$ cat src/rtl/ocmp_pkg.sv
package ocmp_pkg;
  typedef enum logic {
    TOP_FULL = 1'b0,
    TOP_CMP  = 1'b1
  } top_src_e;
endpackage

$ cat src/rtl/ocmp_cmp_reg.sv
module ocmp_cmp_reg #(
  parameter int unsigned W = 16
) (
  input  logic         clk_i,
  input  logic         rst_ni,
  input  logic         we_i,
  input  logic [W-1:0] wdata_i,
  output logic [W-1:0] cmp_o
);
  always_ff @(posedge clk_i or negedge rst_ni) begin
    if (!rst_ni)   cmp_o <= '0;
    else if (we_i) cmp_o <= wdata_i;
  end
endmodule

$ cat src/rtl/ocmp_match.sv
module ocmp_match #(
  parameter int unsigned W = 16
) (
  input  logic         clk_i,
  input  logic         rst_ni,
  input  logic         tick_i,
  input  logic [W-1:0] cnt_i,
  input  logic [W-1:0] cmp_i,
  output logic         match_o
);
  logic eq;
  assign eq = (cnt_i == cmp_i);

  always_ff @(posedge clk_i or negedge rst_ni) begin
    if (!rst_ni)     match_o <= 1'b0;
    else if (tick_i) match_o <= eq;
  end
endmodule

$ cat src/rtl/ocmp_flag.sv
module ocmp_flag (
  input  logic clk_i,
  input  logic rst_ni,
  input  logic tick_i,
  input  logic match_i,
  input  logic ack_i,
  input  logic w1c_i,
  input  logic irq_en_i,
  output logic flag_o,
  output logic irq_o
);
  logic set_evt, clr_evt;
  assign set_evt = tick_i & match_i;
  assign clr_evt = ack_i | w1c_i;

  // set has priority over clear
  always_ff @(posedge clk_i or negedge rst_ni) begin
    if (!rst_ni)      flag_o <= 1'b0;
    else if (set_evt) flag_o <= 1'b1;
    else if (clr_evt) flag_o <= 1'b0;
  end

  assign irq_o = flag_o & irq_en_i;
endmodule

$ cat src/rtl/ocmp_top_src.sv
module ocmp_top_src
  import ocmp_pkg::*;
#(
  parameter int unsigned W = 16
) (
  input  logic         clk_i,
  input  logic         rst_ni,
  input  logic         tick_i,
  input  top_src_e     src_i,
  input  logic [W-1:0] cmp_i,
  output logic [W-1:0] top_o
);
  localparam logic [W-1:0] FULL = {W{1'b1}};
  logic [W-1:0] top_d;

  always_comb begin
    unique case (src_i)
      TOP_CMP:  top_d = cmp_i;
      default:  top_d = FULL;
    endcase
  end

  always_ff @(posedge clk_i or negedge rst_ni) begin
    if (!rst_ni)     top_o <= FULL;
    else if (tick_i) top_o <= top_d;
  end
endmodule

$ cat src/rtl/ocmp_unit.sv
module ocmp_unit
  import ocmp_pkg::*;
#(
  parameter int unsigned CNT_W = 16
) (
  input  logic             clk_i,
  input  logic             rst_ni,
  input  logic             tick_i,
  input  logic [CNT_W-1:0] cnt_i,
  input  logic             cmp_we_i,
  input  logic [CNT_W-1:0] cmp_wdata_i,
  input  logic             irq_en_i,
  input  logic             irq_ack_i,
  input  logic             flag_w1c_i,
  input  logic             top_sel_i,
  output logic             match_o,
  output logic             flag_o,
  output logic             irq_o,
  output logic [CNT_W-1:0] top_o
);
  logic [CNT_W-1:0] cmp_q;
  top_src_e         src;

  assign src = top_sel_i ? TOP_CMP : TOP_FULL;

  ocmp_cmp_reg #(.W(CNT_W)) i_cmp_reg (
    .clk_i, .rst_ni, .we_i(cmp_we_i), .wdata_i(cmp_wdata_i), .cmp_o(cmp_q)
  );

  ocmp_match #(.W(CNT_W)) i_match (
    .clk_i, .rst_ni, .tick_i, .cnt_i, .cmp_i(cmp_q), .match_o
  );

  ocmp_flag i_flag (
    .clk_i, .rst_ni, .tick_i, .match_i(match_o), .ack_i(irq_ack_i),
    .w1c_i(flag_w1c_i), .irq_en_i, .flag_o, .irq_o
  );

  ocmp_top_src #(.W(CNT_W)) i_top_src (
    .clk_i, .rst_ni, .tick_i, .src_i(src), .cmp_i(cmp_q), .top_o
  );
endmodule

$ cat config.mk
export PLATFORM = sky130hd
export DESIGN_NAME = ocmp_unit
export DESIGN_NICKNAME = d
export VERILOG_FILES = /design/src/rtl/ocmp_pkg.sv /design/src/rtl/ocmp_cmp_reg.sv /design/src/rtl/ocmp_match.sv /design/src/rtl/ocmp_flag.sv /design/src/rtl/ocmp_top_src.sv /design/src/rtl/ocmp_unit.sv
export SDC_FILE = /design/constraint.sdc
export NUM_CORES = 1
export LEC_CHECK = 0
export BUFFER_PORTS_ARGS = -buffer_cell sky130_fd_sc_hd__buf_4
export CORE_UTILIZATION = 52
export CTS_CLUSTER_SIZE = 8
export DETAILED_ROUTE_END_ITERATION = 7
export GPL_TIMING_DRIVEN = 0
export HOLD_SLACK_MARGIN = 0.1
export PLACE_DENSITY = 0.84
export SYNTH_ARGS = -nofsm -noshare
export SYNTH_HDL_FRONTEND = slang
export SYNTH_HIERARCHICAL = 1
export SYNTH_SLANG_ARGS = --single-unit
$ cat constraint.sdc
create_clock -name clk_i -period 3.1 [get_ports clk_i]
set_clock_uncertainty 0.2 [all_clocks]
set_input_delay 0.31 -clock clk_i [delete_from_list [all_inputs] [get_ports clk_i]]
set_output_delay 0.31 -clock clk_i [all_outputs]
set_load 0.05 [all_outputs]
* After elaboration in Yosys (flattened, before gate mapping)
Index checks and enable logic that the tools add are counted.
** Word-level totals
- Flip-flop bits (word level) :: 34
- Input port bits :: 40
- Logic and storage cells :: 13
** Operators by class
- Eq/ne operators :: 1
- Muxes and demuxes :: 4
- Bitwise operators :: 3
- Reduce and logical (&&, ||, !) cells :: 1
** Operators by type and width (number)
- == test 16 bit :: 1
- two-way mux 16 bit :: 1
- two-way mux 1 bit :: 3
- AND 1 bit :: 2
- nonzero test 2 bit :: 1
- OR 1 bit :: 1

* Depth between registers and ports, before layout
Gate-level depths: netlist (run 1).
- Depth in word-level cells :: 3
- Depth in mapped cells :: 4
- Mapped depth without buffers :: 4

* Modules after synthesis
The synthesis (run 1) kept the hierarchy.
** By module, submodules not included
- ocmp_top_src :: times used 1, cells each 68, area each 676.9 um2, seq. area each 420.4 um2
- ocmp_cmp_reg :: times used 1, cells each 34, area each 649.4 um2, seq. area each 400.4 um2
- ocmp_match :: times used 1, cells each 23, area each 207.7 um2, seq. area each 25.0 um2
- ocmp_flag :: times used 1, cells each 4, area each 43.8 um2, seq. area each 25.0 um2

* Worst setup path before layout (run 1)
OpenSTA, ideal clock, no wires.
- Path type :: flip-flop to output port
- Start :: reg i_flag.flag_o
- End :: out irq_o
- Arrival :: 1118 ps
- Path slack :: 1472 ps
- Cell stages (with the launch flop) :: 2
- Path buffers :: 0
- Cell sequence :: dfrtp_1 -> and2_1
** On the way
- Cells in the longest elaborated chain, start to end :: 1
** Ends and longest elaborated chain
- start: declaration :: RTL line ocmp_flag.sv:9 : output logic flag_o,
- start signal: assignment :: RTL line ocmp_flag.sv:18 : if (!rst_ni) flag_o <= 1'b0;
- start signal: assignment :: RTL line ocmp_flag.sv:19 : else if (set_evt) flag_o <= 1'b1;
- start signal: assignment :: RTL line ocmp_flag.sv:20 : else if (clr_evt) flag_o <= 1'b0;
- AND 1 bit :: RTL line ocmp_flag.sv:23 : assign irq_o = flag_o & irq_en_i;
- end: declaration :: RTL line ocmp_unit.sv:18 : output logic irq_o,
Every way passes these cells.

* Worst setup path after layout (run 1)
- Start :: in cmp_wdata_i[13]
- End :: reg i_cmp_reg.cmp_o[13]
** RTL lines
- start: declaration :: RTL line ocmp_unit.sv:11 : input logic [CNT_W-1:0] cmp_wdata_i,
- end signal: assignment :: RTL line ocmp_cmp_reg.sv:12 : else if (we_i) cmp_o <= wdata_i;
- end: declaration :: RTL line ocmp_cmp_reg.sv:8 : output logic [W-1:0] cmp_o
No word-level cell between the ends.

==> qor.yml, run 1 <==
run_status:
  status: "finished with violations"
  violations: "design-rule violations"
final_layout:
  area_delta_synth_final_pct: 50.7
  antennaDiodeCount: 0
  drive_above_1_share: 0.464
  fin_nets: 259
timing:
  final_hold_viol_count: 0
  worst_pin_slew_ns: 0.408
  period_share: 0.578
  drv_slew: 0
  rsz0062_at_grt: "no"
  period_minus_slack_ns: 1.79
  fmax_ghz: 0.558
  setup_viol: 0
  fin_setup_tns_ns: 0
  max_slew_margin: 0.726
  setup_slack_ns: 1.31
grt:
  grt_max_degree: 35
  grt_use_total: 0.275
  antenna_found_initial: 0
  grt_first_pass_wirelength_um: 6460
  grt_pass1_vias: 1399
  grt-ovfl-total: 0
clock_network:
  clock-root-buffer: "clkbuf_4"
  clock-sinks: 34
  hold_buffers: 27
  clk_pin_slew_worst_paths_ns: 0.10
  cts_buffers: 5
  post_cts_buffers: 0
  ctsResizeCount: 0
  cts_tree: "yes"
  cts_buffer_depth: 2
  cts-htree-levels: 2
  clk_latency_ns: 0.35
detailed_routing:
  routed_via_density: 5.14
  num_vias: 1291
  ant_nets: 0
  wl_per_cell_um: 15.8
  drc: 2
  dr.pass1.iters: 6
  totalWireLength_um: 3970
  drt_iter0_drc: 58
placed_design:
  globalplace.congestion: 0.747
  hpwl_um: 2610
  portBuffers: 56
  pre_cts_ws_ns: 1.66
worst_setup_path:
  path_max_fanout: 1
  worstPathRequired_ns: 3.14
  ff2ff_setup_slack_ns: 1.35
  end_kind: "flop"
  start_kind: "primary input"
  critPathLaunch: "cmp_wdata_i[13]"
  worstPathArrival_ns: 1.83
  critPathKind: "in2reg"
  r2r_end: "i_match/match_o"
  endpoint: "i_cmp_reg/cmp_o[13]"
  reg2reg_from: "i_cmp_reg/cmp_o[6]"
  worstRegToRegCells: 4
floorplan:
  die_y_um: 57.1
  dieArea_um2: 3260
  std_cell_rows: 19
  die_x_um: 57.1
  core_area_um2: 2810
  num_io_pins: 59
  start_util: 0.562
logic_synthesis:
  yosys.cell_types.count: 18
  synthesis.nets: 169
  yosys_warnings: 6
  yosysTopAreaCellShare: 0.285
  synth_largest_area_cell: "dfrtp_1"
  netlist_top_cells_area: "dfrtp_1, dfstp_2, mux2_4, xnor2_1, a31oi_1"
  synth_area_um2: 1580
  yosysSeqAreaShare: 0.552
  synth.ff_latch_count: 34
  avgSynthCellArea_um2: 12.2
  synthCells: 129
pwr:
  p_int_w: 0.000790
  power.share.sequential: 0.476
  power.density_nw_per_um2: 475
  p_comb_frac: 0.271
  switching_share: 0.301
  clkPwrFrac: 0.254
  p_leak_nw: 1.12
  p_switching_w: 0.000340
  ir_worst_vdd_uv: 340
run:
  maxCapViolCount: 0
hold_path:
  worstHoldPathType: "in2reg"
[power groups by stage]
stage	Sequential (W)	Combinational, W	Clock [W]
after floorplan	0.000612	0.0000995	0
after global placement	0.000541	0.000264	0
after detailed placement	0.000545	0.000270	0
after CTS	0.000537	0.000302	0.000288
after global routing	0.000542	0.000325	0.000310
final	0.000537	0.000306	0.000287
[cell usage in the layout, fill, tap and decap left out]
cell type,count
nor4_1,1
clkbuf_1,2
buf_4,56
clkbuf_2,1
nand2_1,1
o22a_1,1
dfstp_2,16
and2_1,1
nand4_1,4
mux2_2,7
buf_2,2
inv_1,15
clkbuf_4,5
dlygate4sd3_1,27
buf_12,1
nor2_1,16
mux2_4,10
a22o_1,1
dfrtp_1,18
a31oi_1,15
buf_6,3
xnor2_1,16
clkbuf_16,1
[logic make-up after synthesis]
family | Yosys count | synth area share
compound gates | 17 | 0.0706
xor+xnor | 16 | 0.0888
buf+inv | 22 | 0.0793
flops | 34 | 0.552
mux | 17 | 0.145
simple gates | 23 | 0.0642
[how the worst min path moves through the flow]
stage	slack, ns	depth (start not counted)	startpoint	end
2_1_floorplan	-0.19	0	rst_ni	i_cmp_reg/cmp_o[0]
3_3_place_gp	0.06	1	rst_ni	i_cmp_reg/cmp_o[0]
3_5_place_dp	0.07	1	rst_ni	i_cmp_reg/cmp_o[1]
4_1_cts	0.20	3	cmp_we_i	i_cmp_reg/cmp_o[5]
5_1_grt	0.20	3	cmp_we_i	i_cmp_reg/cmp_o[12]
6_report	0.20	3	cmp_we_i	i_cmp_reg/cmp_o[12]
[per-stage QoR]
step	hold WS [ns]	power, W	cells	utilization	cell area, um^2
after global routing	0.202	0.00118	251	0.847	2380
after detailed placement	0.0690	0.000815	216	0.726	2040
after floorplan	-0.186	0.000712	129	-	1580
after global placement	0.0641	0.000804	216	0.726	2040
final	0.199	0.00113	251	0.847	2380
after CTS	0.202	0.00113	251	0.847	2380
[state kept, by name, summed over array words and instances (netlist names)]
signal           flops
i_flag/flag_o        1
i_match/match_o      1
i_top_src/top_o     16
i_cmp_reg/cmp_o     16
[cell type report]
cell class	count	area [um^2]
buffer	7	68.8
clock buffer	8	70.1
fill	149	428
inverter	15	56.3
multi-input combinational	73	582
sequential	34	871
tap	31	38.8
timing repair buffer	83	691
[synthesized netlist by cell type, drive strengths merged]
| cell type | count |
|---|---|
| clkbuf | 1 |
| o22a | 1 |
| nor4 | 1 |
| nand4 | 4 |
| mux2 | 17 |
| a31oi | 15 |
| inv | 15 |
| buf | 6 |
| nor2 | 16 |
| dfrtp | 18 |
| dfstp | 16 |
| a22o | 1 |
| xnor2 | 16 |
| nand2 | 1 |
| and2 | 1 |
[worst max-delay path, cell delays in order]
cell           delay (ns)
dlygate4sd3_1        0.57
buf_4                0.15
mux2_2               0.25
dlygate4sd3_1        0.55
[per-layer routing]
metal	track usage	routed length, um	vias up	share of wire
met5	0	0	-	0
met4	0.101	71	0	0.018
met3	0.0816	161	7	0.041
met2	0.491	2120	37	0.53
met1	0.313	1620	638	0.41
li1	-	-	609	-
Power figures use the tool's default switching activity.
==> inputs of run 2 (changes only) <==
CORE_UTILIZATION = 43   (was 52)
PLACE_DENSITY = 0.74   (was 0.84)
clock period = 1.6 ns   (was 3.1 ns; I/O delays follow)
==> run 2 against run 1 <==
Against the previous run: the run ends with negative setup slack left; worst setup slack got worse by 1.3 ns; register-to-register slack worse by 1.3 ns; count of clock-buffer cells in the layout decreased by 1; via count is 3.4% higher; final cell count grew 11%; global-route usage fell by 5.7 points; critical endpoint is now i_cmp_reg/cmp_o[6].
==> qor.yml, run 2 (synthesis gave the netlist of run 1 again) <==
run_status:
  status: "finished with violations"
  violations: "negative setup slack"
hold_path:
  min_path_cells: 5
  worstHoldPathType: "in2reg"
clock_network:
  clock-sinks: 34
  cts-htree-levels: 2
  clock-root-buffer: "clkbuf_4"
  cts_buffers: 5
  cts_buffer_depth: 2
  clk_latency_ns: 0.34
  cts_tree: "yes"
  clk_pin_slew_worst_paths_ns: 0.09
timing:
  rsz0062_at_grt: "no"
  hold_slack_ns: 0.168
  setup_viol: 2
  worst_pin_slew_ns: 0.409
  setup_slack_ns: -0.0286
  drv_slew: 0
  max_slew_margin: 0.728
  final_hold_viol_count: 0
  period_minus_slack_ns: 1.63
  period_share: 1.02
  fmax_ghz: 0.614
final_layout:
  antennaDiodeCount: 0
  area_delta_synth_final_pct: 59.9
  drive_above_1_share: 0.457
  reg_top3: "i_cmp_reg/cmp_o x16, i_top_src/top_o x16"
  postLayoutCellArea_um2: 2520
  fin_nets: 271
  final_common_cell: "buf_4"
  layout_common_cells: "buf_4, dlygate4sd3_1, dfrtp_1"
  final_cells: 278
worst_setup_path:
  worstPathArrival_ns: 1.65
  path_max_fanout: 1
  endpoint: "i_cmp_reg/cmp_o[6]"
  worst_path_most_repeated_cell: "dlygate4sd3_1"
  reg2reg_from: "i_cmp_reg/cmp_o[6]"
  crit_slowest_cell: "dlygate4sd3_1"
  ff2ff_setup_slack_ns: 0.02
  critical_path.cell_chain: "dlygate4sd3_1 -> buf_4 -> mux2_4 -> dlygate4sd3_1"
  start_kind: "primary input"
  critPathLaunch: "cmp_wdata_i[6]"
  end_kind: "flop"
  max_stage_delay_ns: 0.56
  worstRegToRegCells: 2
  critPathKind: "in2reg"
  worstPathRequired_ns: 1.62
  r2r_end: "i_cmp_reg/cmp_o[6]"
detailed_routing:
  dr.pass1.iters: 4
  wl_per_cell_um: 14.3
  drt_iter0_drc: 78
  routed_via_density: 4.80
  num_vias: 1335
  drc: 0
  totalWireLength_um: 3980
  ant_nets: 0
placed_design:
  dpl.cell_count: 231
  postPlaceCellArea_um2: 2060
  globalplace.congestion: 0.729
  hpwl_um: 2480
  portBuffers: 56
  pre_cts_ws_ns: 0.175
pwr:
  p_comb_frac: 0.293
  ir_worst_vdd_uv: 665
  p_switching_w: 0.000654
  clkPwrFrac: 0.225
  power.density_nw_per_um2: 857
  finalPower_w: 0.00216
  p_int_w: 0.00151
  power.share.sequential: 0.482
  p_leak_nw: 1.19
  switching_share: 0.303
floorplan:
  core_area_um2: 3420
  num_io_pins: 59
  die_x_um: 62.6
  std_cell_rows: 21
  start_util: 0.462
  die_y_um: 62.6
  dieArea_um2: 3920
grt:
  grt_max_degree: 35
  grt-ovfl-total: 0
  antenna_found_initial: 0
  grt_pass1_vias: 1362
  grt_first_pass_wirelength_um: 6420
  grt_use_total: 0.218
run:
  maxCapViolCount: 0
-- run 2: area by class of cell --
cell class	instances	area, um^2
multi-input cells	73	596
plain buffers	7	68.8
fillers	242	893
inverters	15	56.3
flip-flops and latches	34	871
well taps	46	57.6
clock inverters	1	5.00
clock buffers	7	55.1
repair buffers	95	813
-- run 2: metal layers --
metal  global-route usage  vias to the layer above  part of all wire
li1                     -                      640                 -
met1                0.257                      649              0.40
met2                0.364                       36              0.53
met3               0.0620                       10             0.044
met4                0.108                        0             0.020
met5                    0                        -                 0
-- run 2: per-stage QoR --
stage | setup TNS [ns] | util
2_1_floorplan | 0 | -
3_3_place_gp | 0 | 0.602
3_5_place_dp | 0 | 0.602
4_1_cts | 0 | 0.740
5_1_grt | 0 | 0.738
6_report | -0.0390 | 0.738
-- run 2: power by group through the flow --
| stage | clock network [W] | logic, W | registers, W |
|---|---|---|---|
| after floorplan | 0 | 0.000193 | 0.00119 |
| after global placement | 0 | 0.000515 | 0.00105 |
| after detailed placement | 0 | 0.000522 | 0.00105 |
| after CTS | 0.000507 | 0.000629 | 0.00104 |
| after global routing | 0.000561 | 0.000671 | 0.00105 |
| final | 0.000486 | 0.000634 | 0.00104 |
-- run 2: how the worst min path moves through the flow --
stage	start	end	slack (ns)
final	cnt_i[0]	i_match/match_o	0.17
after detailed placement	rst_ni	i_cmp_reg/cmp_o[15]	-0.08
after global placement	rst_ni	i_cmp_reg/cmp_o[13]	-0.08
after global routing	cnt_i[0]	i_match/match_o	0.17
after floorplan	rst_ni	i_cmp_reg/cmp_o[0]	-0.34
after CTS	cnt_i[15]	i_match/match_o	0.15
-- run 2: what timing repair did --
item	CTS	global route
endpoints found under the setup margin	0	8
hold endpoints to repair	68	5
hold buffers	41	2
resized for setup	0	4
buffers inserted	0	1
-- run 2: critical path: cells and delay by family --
family	cells	cell delay [ns]
muxes	1	0.25
buffers and inverters	3	1.24
==> inputs of run 3 (changes only) <==
--- a/config.mk
+++ b/config.mk
@@ -6,6 +6,6 @@
 export NUM_CORES = 1
 export LEC_CHECK = 0
-export BUFFER_PORTS_ARGS = -buffer_cell sky130_fd_sc_hd__buf_4
-export CORE_UTILIZATION = 43
+export BUFFER_PORTS_ARGS = -buffer_cell sky130_fd_sc_hd__buf_2
+export CORE_UTILIZATION = 42
 export CTS_CLUSTER_SIZE = 8
 export DETAILED_ROUTE_END_ITERATION = 7
@@ -15,4 +15,3 @@
 export SYNTH_ARGS = -nofsm -noshare
 export SYNTH_HDL_FRONTEND = slang
-export SYNTH_HIERARCHICAL = 1
 export SYNTH_SLANG_ARGS = --single-unit
==> constraint.sdc (replaced) <==
create_clock -name clk_i -period 1.6 [get_ports clk_i]
set_clock_uncertainty 0.2 [all_clocks]
set_input_delay 0.08 -clock clk_i [delete_from_list [all_inputs] [get_ports clk_i]]
set_output_delay 0.08 -clock clk_i [all_outputs]
set_load 0.05 [all_outputs]
==> run 3 against run 2 <==
Against the previous run: the flow now finishes without violations; non-clock buffer count decreased by 12; routed wire length decreased by 5.7%; register-to-register slack improved by 0.03 ns; design area decreased by 16%; critical endpoint is now i_cmp_reg.cmp_o[12]; largest power group unchanged; highest routed layer unchanged.
==> qor.yml, run 3 <==
logic_synthesis:
  synthFlopType: "dfrtp_1"
  synthesis.nets: 169
  synth_edf_count: 0
  synth_largest_area_cell: "dfrtp_1"
  yosys.cell_types.count: 16
  yosysSeqAreaShare: 0.600
  avgSynthCellArea_um2: 11.3
  synth_area_um2: 1450
  synth.ff_latch_count: 34
  synthCells: 129
  synth_common_cells: "dfrtp_1, dfstp_2, xnor2_1"
  async_flop_share: 1.00
  netlist_top_cells_area: "dfrtp_1, dfstp_2, xnor2_1, mux2_2, a31oi_1"
  yosysTopAreaCellShare: 0.310
  yosysMostFrequentCell: "dfrtp_1"
  yosys_warnings: 0
timing:
  fmax_ghz: 0.645
  max_slew_margin: 0.499
  worst_pin_slew_ns: 0.752
  drv_slew: 0
  setup_viol: 0
  period_minus_slack_ns: 1.55
  final_hold_viol_count: 0
  period_share: 0.969
clock_network:
  cts_tree: "yes"
  cts_buffers: 5
  cts-htree-levels: 2
  cts_buffer_depth: 2
  clock-root-buffer: "clkbuf_4"
  clk_latency_ns: 0.35
  post_cts_buffers: 0
  clock-sinks: 34
  clk_pin_slew_worst_paths_ns: 0.10
hold_path:
  worstHoldPathType: "in2reg"
final_layout:
  reg_top3: "i_cmp_reg.cmp_o x16, i_top_src.top_o x16"
  antennaDiodeCount: 0
  drive_above_1_share: 0.409
  postLayoutCellArea_um2: 2120
  layout_common_cells: "buf_2, dlygate4sd3_1, dfrtp_1"
  final_common_cell: "buf_2"
  area_delta_synth_final_pct: 46.3
  fin_nets: 259
  fillers: 280
  fin_util: 0.673
detailed_routing:
  totalWireLength_um: 3750
  dr.pass1.iters: 4
  drt_iter0_drc: 28
  routed_via_density: 4.87
  wl_per_cell_um: 14.2
  num_vias: 1286
  drc: 0
  ant_nets: 0
grt:
  grt-ovfl-total: 0
  grt_max_degree: 35
  grt_use_total: 0.230
  antenna_found_initial: 0
  grt_first_pass_wirelength_um: 5950
  grt_pass1_vias: 1318
worst_setup_path:
  critPathKind: "reg2reg"
  end_kind: "flop"
  start_kind: "flop"
  path_max_fanout: 3
  worstPathArrival_ns: 1.59
  worstPathRequired_ns: 1.64
placed_design:
  globalplace.congestion: 0.778
  hpwl_um: 2420
  postPlaceCellArea_um2: 1790
  portBuffers: 56
floorplan:
  std_cell_rows: 20
  die_y_um: 60.8
  die_x_um: 60.8
  core_area_um2: 3150
  start_util: 0.460
  num_io_pins: 59
  dieArea_um2: 3690
pwr:
  ir_worst_vdd_uv: 481
  power.density_nw_per_um2: 954
  p_leak_nw: 0.961
run:
  maxCapViolCount: 0
run_status:
  status: "complete, no violations"
run 3: cell count changes after synthesis, sizes merged, moves of 5 or more:
| cell | before | now |
|---|---|---|
| o21ai | 0 | 10 |
| o22a | 1 | 6 |
| a31oi | 15 | 10 |
| nand2 | 1 | 11 |
| nor2 | 16 | 11 |
| mux2 | 17 | 7 |
| inv | 15 | 10 |
run 3: worst max-delay path, stage by stage (launching register included):
cell	delay, ns
dfrtp_1	0.43
mux2_2	0.27
dlygate4sd3_1	0.55
run 3: cell families (layout without fill, tap and decap cells):
group	Yosys count	in the layout	synth area share
buffers and inverters	17	108	0.0465
multiplexers	7	7	0.0543
flip-flops	34	34	0.600
AND/OR/NAND/NOR	28	28	0.0828
AO/OA/AOI/OAI	27	27	0.120
XOR/XNOR	16	16	0.0965
run 3: repair_timing:
action | CTS | global route
gates resized for setup | 0 | 1
endpoints found under the hold margin | 68 | 0
hold buffers | 27 | 0
endpoints found under the setup margin | 0 | 1
run 3: final timing paths:
| kind | to | depth (start not counted) | slack, ns | start |
|---|---|---|---|---|
| max reg2reg | i_cmp_reg.cmp_o[12] | 2 | 0.05 | i_cmp_reg.cmp_o[12] |
| min reg2reg | i_top_src.top_o[6] | 2 | 0.30 | i_top_src.top_o[6] |
| min | i_match.match_o | 5 | 0.10 | cnt_i[9] |
| max | i_cmp_reg.cmp_o[12] | 2 | 0.05 | i_cmp_reg.cmp_o[12] |
| min in group asynchronous | i_cmp_reg.cmp_o[11] | 2 | 0.13 | rst_ni |
| max in group asynchronous | i_cmp_reg.cmp_o[3] | 2 | 0.58 | rst_ni |
run 3: routing by layer:
metal | up-vias | part of all wire | track usage
met3 | 9 | 0.054 | 0.0640
met5 | - | 0 | 0
met2 | 43 | 0.51 | 0.392
met1 | 621 | 0.41 | 0.269
met4 | 0 | 0.026 | 0.110
li1 | 613 | - | -
run 3: cell type report:
cell class / count / area (um^2) / area share
buffer: 7 / 30.0 / 0.0141
clock buffer: 7 / 55.1 / 0.0259
clock inverter: 1 / 5.00 / 0.00236
inverter: 10 / 37.5 / 0.0177
multi-input combinational: 78 / 519 / 0.245
sequential: 34 / 871 / 0.410
tap: 44 / 55.1 / 0.0259
timing repair buffer: 83 / 551 / 0.259
run 3: where the power goes:
part           total [W]  internal (W)  switching (W)  leakage [nW]
clock network   0.000505      0.000213       0.000292        0.0353
logic           0.000499      0.000203       0.000295         0.537
registers        0.00102      0.000967      0.0000549         0.388
total            0.00203       0.00138       0.000642         0.961
run 3: through the flow:
step	TNS (ns)	setup slack, ns	hold WS, ns	std cells	power (W)
final	0	0.0496	0.102	264	0.00203
after global routing	-0.0244	-0.0244	0.133	264	0.00212
after CTS	0	0.0571	0.111	264	0.00202
after detailed placement	0	0.148	-0.0177	229	0.00147
after global placement	0	0.233	-0.0334	229	0.00145
after floorplan	0	0.202	-0.416	129	0.00133
